<file path="config.mk">
export PLATFORM = sky130hd
export DESIGN_NAME = dest_addr_filter
export DESIGN_NICKNAME = d
export VERILOG_FILES = /design/src/rtl/addr_filt_pkg.sv /design/src/rtl/cam_table.sv /design/src/rtl/match_unit.sv /design/src/rtl/table_read_mux.sv /design/src/rtl/dest_addr_filter.sv
export SDC_FILE = /design/constraint.sdc
export NUM_CORES = 2
export LEC_CHECK = 0
export BUFFER_PORTS_ARGS = -buffer_cell sky130_fd_sc_hd__buf_2
export CORE_ASPECT_RATIO = 1.75
export CORE_MARGIN = 4
export CORE_UTILIZATION = 65
export CTS_BUF_LIST = sky130_fd_sc_hd__clkbuf_8 sky130_fd_sc_hd__clkbuf_16
export DETAILED_ROUTE_END_ITERATION = 16
export PLACE_DENSITY = 0.83
export SLEW_MARGIN = 20
export SYNTH_ARGS = -nofsm -noshare
export SYNTH_HDL_FRONTEND = slang
export SYNTH_SLANG_ARGS = --single-unit
export TNS_END_PERCENT = 30
</file>
<file path="constraint.sdc">
create_clock -name clk -period 5.1 [get_ports clk]
set_input_delay 0.765 -clock clk [delete_from_list [all_inputs] [get_ports clk]]
set_output_delay 0.765 -clock clk [all_outputs]
set_load 0.01 [all_outputs]
</file>
<file path="src/rtl/addr_filt_pkg.sv">
// Shared definitions for the destination address filter.
// Assumes byte k of an address occupies bits [8k+7:8k].
package addr_filt_pkg;

    localparam int BYTE_W = 8;

    // Registered classification flags of one compare.
    typedef struct packed {
        logic accept;
        logic bcast;
        logic hit;
    } filt_flags_t;

endpackage

</file>
<file path="src/rtl/cam_table.sv">
// Storage for the station address table.
// Holds NUM_ENTRIES addresses of ADDR_W bits. One entry is written per clock
// through the load port. The whole table is exposed flat for the compare
// logic and the read logic. Assumes load_idx is below NUM_ENTRIES.
module cam_table #(
    parameter int NUM_ENTRIES = 16,
    parameter int ADDR_W      = 48,
    localparam int IDX_W      = $clog2(NUM_ENTRIES)
) (
    input  logic                          clk,
    input  logic                          rst_n,
    input  logic                          load_we,
    input  logic [IDX_W-1:0]              load_idx,
    input  logic [ADDR_W-1:0]             load_addr,
    output logic [NUM_ENTRIES*ADDR_W-1:0] tbl_flat
);

    for (genvar e = 0; e < NUM_ENTRIES; e++) begin : g_entry
        logic [ADDR_W-1:0] entry_q;

        // Clear on reset, capture the load data when this entry is addressed.
        always_ff @(posedge clk) begin
            if (!rst_n)
                entry_q <= '0;
            else if (load_we && (load_idx == IDX_W'(e)))
                entry_q <= load_addr;
        end

        assign tbl_flat[e*ADDR_W +: ADDR_W] = entry_q;
    end

    AST_LOAD_READBACK: assert property (@(posedge clk) disable iff (!rst_n)
        load_we |=> tbl_flat[$past(load_idx)*ADDR_W +: ADDR_W] == $past(load_addr));

endmodule

</file>
<file path="src/rtl/match_unit.sv">
// Combinational classifier for one destination address.
// The broadcast check takes precedence over the table. A table entry counts
// only when its enable bit is set, and the lowest matching index wins.
module match_unit
    import addr_filt_pkg::*;
#(
    parameter int NUM_ENTRIES = 16,
    parameter int ADDR_W      = 48,
    localparam int IDX_W      = $clog2(NUM_ENTRIES)
) (
    input  logic [NUM_ENTRIES*ADDR_W-1:0] tbl_flat,
    input  logic [NUM_ENTRIES-1:0]        entry_en,
    input  logic                          bcast_en,
    input  logic [ADDR_W-1:0]             dest,
    output filt_flags_t                   flags,
    output logic [IDX_W-1:0]              index
);

    logic [NUM_ENTRIES-1:0] eq_vec;
    logic                   is_bcast;

    for (genvar e = 0; e < NUM_ENTRIES; e++) begin : g_cmp
        assign eq_vec[e] = entry_en[e] && (tbl_flat[e*ADDR_W +: ADDR_W] == dest);
    end

    assign is_bcast = bcast_en && (&dest);

    // Pick the lowest matching entry unless broadcast already decided.
    always_comb begin
        flags = '0;
        index = '0;
        if (is_bcast) begin
            flags.accept = 1'b1;
            flags.bcast  = 1'b1;
        end else begin
            for (int i = NUM_ENTRIES - 1; i >= 0; i--) begin
                if (eq_vec[i]) begin
                    flags.hit = 1'b1;
                    index     = IDX_W'(i);
                end
            end
            flags.accept = flags.hit;
        end
    end

endmodule

</file>
<file path="src/rtl/table_read_mux.sv">
// Host read path into the table.
// Selects an entry by index and a SLICE_W slice within it. Returns zero for
// slice selects beyond the entry, and whenever reads are not allowed.
module table_read_mux #(
    parameter int NUM_ENTRIES = 16,
    parameter int ADDR_W      = 48,
    parameter int SLICE_W     = 16,
    localparam int IDX_W      = $clog2(NUM_ENTRIES),
    localparam int NUM_SLICES = ADDR_W / SLICE_W,
    localparam int SEL_W      = $clog2(NUM_SLICES + 1)
) (
    input  logic [NUM_ENTRIES*ADDR_W-1:0] tbl_flat,
    input  logic [IDX_W-1:0]              rd_idx,
    input  logic [SEL_W-1:0]              rd_sel,
    input  logic                          rd_allow,
    output logic [SLICE_W-1:0]            rd_data
);

    logic [ADDR_W-1:0] entry_sel;

    assign entry_sel = tbl_flat[rd_idx*ADDR_W +: ADDR_W];

    // Gate the selected slice by the permission and the range of the select.
    always_comb begin
        rd_data = '0;
        for (int s = 0; s < NUM_SLICES; s++) begin
            if (rd_allow && (rd_sel == SEL_W'(s)))
                rd_data = entry_sel[s*SLICE_W +: SLICE_W];
        end
    end

endmodule

</file>
<file path="src/rtl/dest_addr_filter.sv">
// Destination address filter top.
// Classifies a destination on cmp_strobe and registers the result for one
// cycle with a valid pulse. Hosts the address table and its read path.
// Assumes entry_en and bcast_en are stable during the strobe cycle.
module dest_addr_filter
    import addr_filt_pkg::*;
#(
    parameter int NUM_ENTRIES = 16,
    parameter int ADDR_W      = 48,
    parameter int SLICE_W     = 16,
    parameter int PTR_W       = 16,
    localparam int IDX_W      = $clog2(NUM_ENTRIES),
    localparam int SEL_W      = $clog2(ADDR_W / SLICE_W + 1)
) (
    input  logic                   clk,
    input  logic                   rst_n,
    input  logic                   ctrl_in_reset,
    input  logic                   bcast_en,
    input  logic [NUM_ENTRIES-1:0] entry_en,
    input  logic                   load_we,
    input  logic [IDX_W-1:0]       load_idx,
    input  logic [ADDR_W-1:0]      load_addr,
    input  logic [PTR_W-1:0]       entry_ptr,
    input  logic [SEL_W-1:0]       rd_sel,
    output logic [SLICE_W-1:0]     rd_data,
    input  logic                   cmp_strobe,
    input  logic [ADDR_W-1:0]      cmp_addr,
    output logic                   res_valid,
    output logic                   res_accept,
    output logic                   res_bcast,
    output logic                   res_hit,
    output logic [IDX_W-1:0]       res_index
);

    logic [NUM_ENTRIES*ADDR_W-1:0] tbl_flat;
    filt_flags_t                   flags_d;
    filt_flags_t                   flags_q;
    logic [IDX_W-1:0]              index_d;
    logic [IDX_W-1:0]              index_q;
    logic                          valid_q;
    logic                          unused_ptr_hi;

    assign unused_ptr_hi = ^entry_ptr[PTR_W-1:IDX_W];

    cam_table #(.NUM_ENTRIES(NUM_ENTRIES), .ADDR_W(ADDR_W)) u_table (
        .clk       (clk),
        .rst_n     (rst_n),
        .load_we   (load_we),
        .load_idx  (load_idx),
        .load_addr (load_addr),
        .tbl_flat  (tbl_flat)
    );

    match_unit #(.NUM_ENTRIES(NUM_ENTRIES), .ADDR_W(ADDR_W)) u_match (
        .tbl_flat (tbl_flat),
        .entry_en (entry_en),
        .bcast_en (bcast_en),
        .dest     (cmp_addr),
        .flags    (flags_d),
        .index    (index_d)
    );

    table_read_mux #(.NUM_ENTRIES(NUM_ENTRIES), .ADDR_W(ADDR_W), .SLICE_W(SLICE_W)) u_rd (
        .tbl_flat (tbl_flat),
        .rd_idx   (entry_ptr[IDX_W-1:0]),
        .rd_sel   (rd_sel),
        .rd_allow (ctrl_in_reset),
        .rd_data  (rd_data)
    );

    // Register the classification; results are cleared when no strobe arrives.
    always_ff @(posedge clk) begin
        if (!rst_n) begin
            valid_q <= 1'b0;
            flags_q <= '0;
            index_q <= '0;
        end else begin
            valid_q <= cmp_strobe;
            flags_q <= cmp_strobe ? flags_d : '0;
            index_q <= cmp_strobe ? index_d : '0;
        end
    end

    assign res_valid  = valid_q;
    assign res_accept = flags_q.accept;
    assign res_bcast  = flags_q.bcast;
    assign res_hit    = flags_q.hit;
    assign res_index  = index_q;

    AST_VALID_AFTER_STROBE: assert property (@(posedge clk) disable iff (!rst_n)
        cmp_strobe |=> res_valid);
    AST_NO_SPURIOUS_VALID: assert property (@(posedge clk) disable iff (!rst_n)
        !cmp_strobe |=> !res_valid);
    AST_BCAST_EXCLUSIVE: assert property (@(posedge clk) disable iff (!rst_n)
        res_bcast |-> (res_accept && !res_hit && res_valid));
    AST_BCAST_NEEDS_EN: assert property (@(posedge clk) disable iff (!rst_n)
        res_bcast |-> ($past(bcast_en) && (&$past(cmp_addr))));
    AST_ACCEPT_HAS_CAUSE: assert property (@(posedge clk) disable iff (!rst_n)
        res_accept |-> (res_valid && (res_hit || res_bcast)));
    AST_READ_GATED: assert property (@(posedge clk) disable iff (!rst_n)
        !ctrl_in_reset |-> (rd_data == '0));

endmodule

</file>
==> metrics.md, run 1 <==
| Metric | Value |
|---|---|
| Status | stopped before the end |
| Last stage | global routing (5_1_grt) |
| Log Error | [ERROR GRT-0116] Global routing finished with congestion. Check the congestion regions in the DRC Viewer. |
| Clock Tree Buf Depth | 3 |
| Synth Cell Area | 0.0442 sq mm |
| Synth warn | 0 |
| All-Layer GR Usage | 66.0% |
| Global-route wire length before repair | 339000 microns |
| Main synth FF type | dfxtp_1 |
| Cts bufs inserted | 75 |
| Site row count | 126 |
| CTS Hold Bufs | 0 |
| Htree depth | 3 |
| Syn Nets | 5235 |
| Setup Fix Bufs, Post-CTS | 0 |
| Die Span Y | 353 microns |
| CTS Root Cell | clkbuf_16 |
| Pre-CTS setup slack | 0.796 ns |
| Post-CTS Resized | 0 |
| Cells after synthesis | 5095 |
| Pin count of the biggest net entering global routing | 202 |
| Synth cell types | 55 |
| Seq/Total Area, Yosys | 35.1% |
| Yosys reg bits | 776 |
| DP HPWL | 157000 microns |
| Routability cong. | 1.16 |
| Async SR Flop Fraction | 0% |
| GRT Residual Overflow | 35 |
| Port buffer count | 151 |
| I/O pin total | 164 |
| Post-synth EDFFs | 0 |
| Starting Density | 65.5% |
| Sink Count | 776 |
| Syn_area_per_cell | 8.68 sq um |
| DIE WIDTH | 205 microns |
| Vias in the first global route | 43508 |
## logic make-up after synthesis
family | after synthesis | share of synthesized area (%)
xor+xnor | 666 | 13.2
compound gates | 905 | 15.4
buf+inv | 575 | 5.63
simple gates | 1917 | 18.1
mux | 256 | 12.6
flops | 776 | 35.1
## metal layers
metal	GRT usage (%)	overflow
met1	68.0	0
met2	87.0	17
met3	39.7	0
met4	68.9	18
met5	5.84	0
## cells in the mapped netlist (all sizes together), types with 40 or more instances
master	count	area, sq um
nand2	1570	5890
dfxtp	776	15500
a21boi	769	5770
xnor2	426	3730
clkbuf	325	1220
mux4	240	5410
xor2	240	2100
buf	174	982
nand4	128	801
nor4	96	626
inv	76	285
o22ai	40	250
## stage by stage
step	area (sq um)	hold slack, ns	instances
floorplan	44200	0.453	5095
global placement	44900	0.465	5734
detailed placement	44900	0.480	5734
CTS	47700	0.339	5872
==> run 2: changes to the inputs <==
- CORE_ASPECT_RATIO: 1.75 -> default
- CORE_UTILIZATION: 65 -> 40
- CTS_BUF_LIST: sky130_fd_sc_hd__clkbuf_8 sky130_fd_sc_hd__clkbuf_16 -> default
- PLACE_DENSITY: 0.83 -> default
- PLACE_DENSITY_LB_ADDON: default -> 0.15
==> run 2 against run 1 <==
  * The flow now finishes without violations
  * Area after synthesis stayed put
  * Synthesized cell count stayed put
==> metrics.md, run 2 <==
| Metric | Value |
|---|---|
| Status | complete, no violations (was stopped before the end) |
| Crit. path cell count | 8 |
| Most frequent cells in the layout | nand2_1 (1558), dfxtp_1 (776), a21boi_0 (769) |
| Yosys reg bits | 776 (unchanged) |
| Non-Filler Instances | 6501 |
| Sink Count | 776 (unchanged) |
| DP Area | 0.0457 sq mm (was 0.0449 sq mm) |
| Vias in the first global route | 36257 |
| Synth warn | 0 (unchanged) |
| CP max FO | 33 |
| Syn_area_per_cell | 8.68 sq um (unchanged) |
| Via density | 6.01 |
| Max incr delay on CP | 0.64 ns |
| Wire per inst | 33.8 microns |
| Cell-by-cell trace of the critical path | buf_8 > buf_12 > mux4_2 > mux4_2 > mux2i_1 > o22ai_1 > and2_1 > buf_2 |
| Cell Pwr Density | 306 mW/mm^2 |
| Syn Nets | 5235 (unchanged) |
| CTS Root Cell | clkbuf_16 (unchanged) |
| Leak | 15.9 nW |
| CP most frequent cell | mux4_2 |
| Detail Route Antenna Nets | 0 |
| Slowest stage cell, crit path | mux4_2 |
| Setup Crit Path Kind | in2out |
| Vias | 39070 |
| DRC Markers | 0 |
| Pin count of the biggest net entering global routing | 170 |
| Area delta synth->final | 10.6% |
| Main synth FF type | dfxtp_1 (unchanged) |
| Share of cells above drive strength 1 | 13.7% |
| Clk Latency, worst-skew pair | 0.69 ns |
| Core ar. | 0.109 sq mm |
| Post-synth EDFFs | 0 (unchanged) |
| Post-synth top cells | nand2_1 (1570), dfxtp_1 (776), a21boi_0 (769) (unchanged) |
| Cells after synthesis | 5095 (unchanged) |
| Max reg flops | 768 |
| Psw | 0.00416 W |
| R2R Setup Slk | 1.40 ns |
| RSZ-0062 raised after global routing | false |
| Crit path time final | 4.28 ns |
| Max Cap Viol | 0 |
| All-Layer GR Usage | 36.7% |
| Htree depth | 3 (unchanged) |
| Final worst-path cycle share | 83.9% |
| Capturing element of the worst setup path | rd_data[3] |
| Switching share of power | 27.8% |
| Site row count | 121 (was 126) |
| Bufs and invs on worst path | 3 |
| Setup TNS | 0 ns |
| Relative slew slack | 21.1% |
| Worst-margin pin slew | 1.17 ns |
| Synth Cell Area | 0.0442 sq mm (unchanged) |
| TritonCTS clock tree | done |
| Top post-synthesis cells by area | dfxtp_1 (35%), nand2_1 (13%), a21boi_0 (13%) (unchanged) |
| Cell accounting for the most synthesized area | dfxtp_1 (unchanged) |
| CP top delay family | multiplexers |
| Power, Total | 0.0150 W |
| Cell-internal power | 0.0108 W |
| Initial antenna violation count | 21 |
| Critical path arrival | 3.51 ns |
| Global-route wire length before repair | 299000 microns |
| Post-CTS Resized | 0 (unchanged) |
| CP Launch Point | entry_ptr[0] |
| CP Data Required Time | 4.34 ns |
| Startpoint type of the worst setup path | input port |
| Fmax | 0.234 GHz |
| Design area | 0.0489 sq mm |
| Final Skew | 0.0256 ns |
| Clock Tree Buf Depth | 3 (unchanged) |
| Die Span Y | 340 microns (was 353 microns) |
| Commonest non-fill, non-tap cell in the layout | nand2_1 |
| DIE WIDTH | 340 microns (was 205 microns) |
| CTS Hold Bufs | 0 (unchanged) |
| CTS clk-pin slew, worst paths | 0.05 ns |
| GRT Residual Overflow | 0 |
| CP endpoint kind | output pin |
| Max rail drop VDD | 246 uV |
| Top-count cell post-synth | nand2_1 (unchanged) |
| Routability cong. | 1.06 (was 1.16) |
| Synth cell types | 55 (unchanged) |
| Max Slew Vio Count | 0 |
| I/O pin total | 164 (unchanged) |
| Logic pwr share | 12.0% |
| Die footprint | 0.116 sq mm |
| Iter 0 DRT Violations | 5153 |
| Layout Nets | 5083 |
| R2R depth | 9 |
| Part of the power in the clock network | 46.4% |
| Routed WL | 220000 microns |
| Final Hold Viols | 0 |
| RR Startpoint | u_table.g_entry[10].entry_q[39]$_SDFFE_PN0P_ |
| Cells after DPL | 6325 (was 5734) |
| Setup Fix Bufs, Post-CTS | 0 (unchanged) |
| Top cell type's share of synthesized area | 35.1% (unchanged) |
| Async SR Flop Fraction | 0% (unchanged) |
| R2r endpoint | res_index[0]$_SDFF_PP0_ |
| Filler cells | 10812 |
| Starting Density | 40.5% (was 65.5%) |
| Reg with most FFs | u_table.g_entry.entry_q |
| Setup violations, final | 0 |
| Seq/Total Area, Yosys | 35.1% (unchanged) |
| Port buffer count | 151 (unchanged) |
| Cts bufs inserted | 92 (was 75) |
| Drt pass-1 iters | 5 |
| Min-delay worst type | in2reg |
| Reg power frac | 41.6% |
| DP HPWL | 163000 microns (was 157000 microns) |
==> run 2: cell counts after synthesis <==
No cell type changed its count.
==> run 2: layer usage <==
| metal | GRT usage, % | vias to the layer above | part of all wire (%) |
|---|---|---|---|
| li1 | - | 16906 | - |
| met1 | 47.5 | 19349 | 39 |
| met2 | 54.7 | 2286 | 43 |
| met3 | 6.15 | 529 | 8.9 |
| met4 | 27.9 | 0 | 9.7 |
| met5 | 0 | - | 0 |
==> run 2: worst min-delay path by stage <==
stage	from	end	slack, ns	cells past startpoint
2_1_floorplan	u_table.g_entry[10].entry_q[37]$_SDFFE_PN0P_	u_table.g_entry[10].entry_q[37]$_SDFFE_PN0P_	0.45	2
3_3_place_gp	u_table.g_entry[10].entry_q[37]$_SDFFE_PN0P_	u_table.g_entry[10].entry_q[37]$_SDFFE_PN0P_	0.47	2
3_5_place_dp	u_table.g_entry[10].entry_q[37]$_SDFFE_PN0P_	u_table.g_entry[10].entry_q[37]$_SDFFE_PN0P_	0.48	2
4_1_cts	cmp_strobe	res_valid$_SDFF_PN0_	0.31	3
5_1_grt	cmp_strobe	res_valid$_SDFF_PN0_	0.35	3
6_report	cmp_strobe	res_valid$_SDFF_PN0_	0.34	3
==> run 2: through the flow <==
stage	setup slack (ns)	util [%]	hold WS [ns]
2_1_floorplan	1.67	-	0.453
6_report	0.820	44.7	0.341
5_1_grt	0.742	44.7	0.355
3_3_place_gp	0.810	41.8	0.469
4_1_cts	0.827	44.7	0.315
3_5_place_dp	0.837	41.8	0.479
==> run 2: cell families (layout without fill, tap and decap cells) <==
kind of cell	Yosys count	count (layout)	synth area share, %
buf+inv	575	497	5.63
xor+xnor	666	666	13.2
compound gates	905	905	15.4
simple gates	1917	1917	18.1
mux	256	256	12.6
flops	776	776	35.1
other cells	0	8	0
==> run 2: cell type report <==
type	count	area, sq um	area share [%]
clock inverters	25	309	0.632
inverters	76	285	0.584
diodes	8	20.0	0.0409
flip-flops and latches	776	15500	31.8
clock buffers	143	2820	5.76
well taps	1476	1850	3.78
multi-input cells	3744	26400	53.9
repair buffers	253	1700	3.49
==> run 2: tightest hold or removal path: stages <==
cell and delay [ns]:
buf_2 0.07, nand2_1 0.07, inv_1 0.07
==> run 2: power groups by stage <==
stage	combinational, W	clock (W)	sequential [W]
after floorplan	0.00101	0	0.00633
after global placement	0.00173	0	0.00636
after detailed placement	0.00173	0	0.00636
after CTS	0.00174	0.00701	0.00622
after global routing	0.00181	0.00723	0.00623
final	0.00180	0.00695	0.00623
(Power assumes the default switching activity.)
